## src/rtl/fault_shutdown_ctrl.sv

```systemverilog
module fault_shutdown_ctrl (
  input  logic clk,
  input  logic rst,
  input  logic trip_i,
  input  logic line_lo_i,
  input  logic line_hi_i,
  input  logic supply_ok_i,
  input  logic fault_clr_i,
  output logic gate_en_o,
  output logic od_pull_o,
  output logic fault_sticky_o
);

  typedef enum logic [1:0] {IDLE = 2'd0, FAULT_PULL = 2'd1, WAIT_RISE = 2'd2} st_e;

  st_e  st_q, st_d;
  logic line_up_q;
  logic trip_live;

  assign trip_live = trip_i & supply_ok_i;

  always_comb begin
    st_d = st_q;
    unique case (st_q)
      IDLE:       if (trip_live) st_d = FAULT_PULL;
      FAULT_PULL: if (!trip_live && line_lo_i) st_d = WAIT_RISE;
      WAIT_RISE:  if (trip_live) st_d = FAULT_PULL;
                  else if (line_hi_i) st_d = IDLE;
      default:    st_d = IDLE;
    endcase
  end

  always_ff @(posedge clk) begin
    if (rst) begin
      st_q           <= IDLE;
      line_up_q      <= 1'b0;
      fault_sticky_o <= 1'b0;
    end else begin
      st_q <= st_d;
      if (line_lo_i)      line_up_q <= 1'b0;
      else if (line_hi_i) line_up_q <= 1'b1;
      if (trip_live)        fault_sticky_o <= 1'b1;
      else if (fault_clr_i) fault_sticky_o <= 1'b0;
    end
  end

  assign od_pull_o = trip_live | (st_q == FAULT_PULL);
  assign gate_en_o = supply_ok_i & ~trip_live & ~line_lo_i & line_up_q & (st_q == IDLE);

  assert_trip_kills_enable_R1: assert property (@(posedge clk) disable iff (rst)
    (trip_i && supply_ok_i) |-> !gate_en_o);

  assert_pull_held_R2: assert property (@(posedge clk) disable iff (rst)
    (od_pull_o && !line_lo_i) |=> od_pull_o);

  assert_pull_release_R3: assert property (@(posedge clk) disable iff (rst)
    (od_pull_o && line_lo_i && !(trip_i && supply_ok_i))
      |=> (!od_pull_o || (trip_i && supply_ok_i)));

  assert_enable_needs_high_R4: assert property (@(posedge clk) disable iff (rst)
    ($rose(gate_en_o) && $past(supply_ok_i)) |-> $past(line_hi_i));

  assert_low_line_gates_R5: assert property (@(posedge clk) disable iff (rst)
    line_lo_i |-> !gate_en_o);

  assert_lockout_quiet_R6: assert property (@(posedge clk) disable iff (rst)
    (!supply_ok_i && !fault_sticky_o) |=> !fault_sticky_o);

  assert_lockout_disable_R6: assert property (@(posedge clk) disable iff (rst)
    !supply_ok_i |-> !gate_en_o);

  assert_sticky_set_R9: assert property (@(posedge clk) disable iff (rst)
    (trip_i && supply_ok_i) |=> fault_sticky_o);

  assert_sticky_clear_R9: assert property (@(posedge clk) disable iff (rst)
    (fault_clr_i && !(trip_i && supply_ok_i)) |=> !fault_sticky_o);

endmodule

```

## config.mk

```make
export PLATFORM = sky130hd
export DESIGN_NAME = fault_shutdown_ctrl
export DESIGN_NICKNAME = d
export VERILOG_FILES = /design/src/rtl/fault_shutdown_ctrl.sv
export SDC_FILE = /design/constraint.sdc
export NUM_CORES = 1
export LEC_CHECK = 0
export CAP_MARGIN = 30
export CORE_AREA = 2 2 39 41
export CTS_BUF_LIST = sky130_fd_sc_hd__clkbuf_16
export DETAILED_ROUTE_END_ITERATION = 6
export DIE_AREA = 0 0 41 43
export SLEW_MARGIN = 20
export SYNTH_ARGS = -nofsm -noshare
export SYNTH_HDL_FRONTEND = slang
export SYNTH_SLANG_ARGS = --single-unit
```

## constraint.sdc

```tcl
create_clock -name clk -period 1.2 [get_ports clk]
set_input_delay 0.12 -clock clk [delete_from_list [all_inputs] [get_ports clk]]
set_output_delay 0.12 -clock clk [all_outputs]
set_load 0.03 [all_outputs]
```

==> key figures <==
Outcome
  • Run status: complete, no violations

Yosys
  • Most common cell in the synthesized netlist: dfxtp_1
  • Cell taking the most area after synthesis: dfxtp_1
  • Synthesis warning total: 0
  • Number of standard cells after synthesis: 18
  • Synthesized net count: 25
  • Post-synthesis cell area: 175 µm²
  • Fraction of the mapped netlist area in compound gates: around a fifth
  • Cell types with the highest counts after synthesis: 4 x dfxtp_1, 2 x nand2b_1, 2 x nor3_1
  • Adder and majority gate portion of the synthesized area: 0%
  • Synth unique cells: 13
  • Largest cells by area after synthesis: dfxtp_1 46%, a221oi_2 8.6%, nand2b_1 7.1%, nand4bb_1 6.4%, nor3_1 5.7%
  • Area share of the leading cell type in the synthesized netlist: 45.7%
  • Synth async-reset ratio: 0%
  • Most frequently used flop master after synthesis: dfxtp_1
  • Main combinational cell family by area after synthesis: simple AND/OR/NAND/NOR gates
  • Portion of netlist area occupied by mux cells: 0%
  • Sequential cell area fraction in the yosys report: ~46%
  • Xor and xnor fraction of the mapped netlist area: 0%
  • Register bit total from synthesis: 4
  • Average size of a mapped cell: between 9 and 10 µm²
  • Number of flops mapped to enable cells by yosys: 0
  • Post-synthesis simple-gate area fraction: 32.9%

Route
  • Avg WL per Cell: around 9.4 µm
  • Pre-antenna DRT Iters: 1
  • Total wire length after detailed routing: approximately 430 µm
  • DR DRC count: 0
  • Uppermost signal routing layer after detailed routing: met3
  • Vias per cell: between 3 and 4
  • Routed wl met3: about 48 µm
  • M1 WL: 162 µm
  • Met2 wirelength from detailed routing: around 220 µm
  • Via count: 179
  • Detailed Route Iter0 Violations: 0
  • Final ANT Viol Nets: 0

Floorplan
  • Site row count: 14
  • Number of primary I/O pins: 10
  • Vertical die dimension: roughly 43 µm
  • Starting density of the core: between 10% and 20%
  • Die outline area: between 1500 and 2000 µm²
  • Die extent in x: between 40 and 50 µm
  • Floorplan Core Area: 1380 µm²

CTS
  • Clock H-tree levels: 1
  • # clock sinks: 4
  • Insertion delay of the later-clocked pin in the worst-skew pair: 0.22 ns
  • Clock buffer count from CTS: 3
  • Number of hold buffers added after CTS: 0
  • Buffers inserted during post-CTS setup optimization: 0
  • Post-CTS clock slew at the launch and capture registers of the worst setup and hold paths: ~0.030 ns
  • Largest buffer count on any clock path: 2
  • CTS tree: done
  • Root Driver: clkbuf_16

Job
  • # Max-Cap Violations: 0

Setup path
  • Crit start category: flip-flop
  • Largest fanout on the critical path: 6
  • Worst flop-to-flop path startpoint: st_q[1]
  • CP cell instances: nand4bb_1 > nor3_2 > buf_4
  • Worst R2R End: st_q[1]
  • Master of the slowest instance on the critical path: dfxtp_2
  • Worst setup startpoint: st_q[0]
  • WP data required: about 1.1 ns
  • Flop2flop setup slack: approximately 0.16 ns
  • Depth of the most critical reg-to-reg path: 2
  • Start-to-end type of the worst setup path: reg -> out
  • Worst path arrival time: about 1.1 ns
  • Critical Path End: gate_en_o
  • Largest incremental delay on the critical path: 0.33 ns
  • Endpoint kind of the worst setup timing path: output port

Timing
  • Maximum operating frequency: around 860 MHz
  • Final Cycle Share: a little over nine tenths
  • Headroom to the max-slew limit: roughly 79%
  • Setup TNS: 0 ns
  • Hold Slack: roughly 0.17 ns
  • Max-slew violation count: 0
  • Final count of negative-setup-slack endpoints: 0
  • Final Critical Period: 1.17 ns
  • Hold violation count in the final report: 0
  • Worst-Margin Slew: between 0.3 and 0.4 ns
  • RSZ-0062 raised after global routing: true
  • Worst Clk Skew: about 0.00075 ns

Global routing
  • Total routing usage reported by global routing: under 10%
  • Largest net degree at the start of global routing: 7
  • Via count of the first global-routing pass: around 170
  • Global-route wire length before repair: roughly 630 µm
  • Antenna violations before repair: 0
  • Sum of overflow across all layers after global routing: 0

Final layout
  • Signed area change from the synthesized netlist to the final layout: 107%
  • Ratio of cells with drive above 1 in the final layout: a little over a quarter
  • Finished Layout Cells: 46
  • Number of nets in the layout: 39
  • Final Util: a little over a quarter
  • Fill cell total of the finished layout: about 160
  • Number of antenna diodes: 0

Power
  • Cell leakage power: 0.142 nW
  • Maximum resistive drop on vdd: ~0.00060 V
  • Power Density: 1970 nW/µm²
  • Power, Total: between 0.7 and 0.8 mW

Hold path
  • Worst min path class: in -> reg

Placement
  • Number of placed instances with taps included: 43
  • Count of input and output buffers: 9
  • Last weighted congestion value of the routability-driven placer: approximately 0.57
  • DPL Wire Length: between 300 and 400 µm
flip-flops by register name (all words and copies together), names as in the netlist:
signal	count
fault_sticky_o	1
st_q	2
line_up_q	1
cells in the final DEF (no fill, tap or decap), types with 2 or more instances in the layout:
cell type	instances
buf_4	2
clkbuf_16	3
clkdlybuf4s50_1	5
dfxtp_1	3
nand2b_1	2
worst min path at each step:
stage	from	to	slack [ns]	cells after the start
after global placement	fault_sticky_o	fault_sticky_o	0.46	2
final	supply_ok_i	st_q[1]	0.17	2
after global routing	supply_ok_i	st_q[1]	0.20	2
after detailed placement	fault_sticky_o	fault_sticky_o	0.47	2
after CTS	fault_sticky_o	fault_sticky_o	0.49	2
after floorplan	rst	st_q[1]	0.19	1
final cells by class:
type,instances,area (µm²),area share [%]
Sequential cell,4,81.3,22.4
Tap cell,16,20.0,5.52
Timing Repair Buffer,9,86.3,23.8
Multi-Input combinational cell,13,96.3,26.6
Inverter,1,3.75,1.03
Clock buffer,3,75.1,20.7
power breakdown:
group          switching (mW)  internal (mW)
Sequential            0.00486          0.141
Combinational          0.0263         0.0304
Clock                  0.0883          0.425
layer usage:
layer | track usage, % | vias up
met4 | 8.00 | 0
met5 | 0 | -
met2 | 7.81 | 6
met3 | 4.71 | 0
li1 | - | 93
met1 | 5.18 | 80
critical path, delay by kind of cell (launching register included):
kind | cells | cell delay [ns]
simple gates | 2 | 0.32
flops | 1 | 0.33
buf+inv | 1 | 0.18
cells by family (layout without fill, tap and decap cells):
logic type | after synthesis | in the layout
AO/OA/AOI/OAI | 4 | 4
buffers and inverters | 1 | 13
flip-flops | 4 | 4
AND/OR/NAND/NOR | 9 | 9
timing repair:
action                     in CTS  in global routing
pin swaps                       1                  1
resized for setup               1                  2
hold endpoints to repair        0                  0
setup endpoints to repair       2                  1
stage by stage:
step	worst slack [ns]	area [µm²]
after floorplan	0.159	180
after global placement	-0.0373	285
after detailed placement	-0.0312	285
after CTS	0.000668	359
after global routing	-0.0118	363
final	0.0327	363
Note: power is estimated with default switching activity, not from simulation.
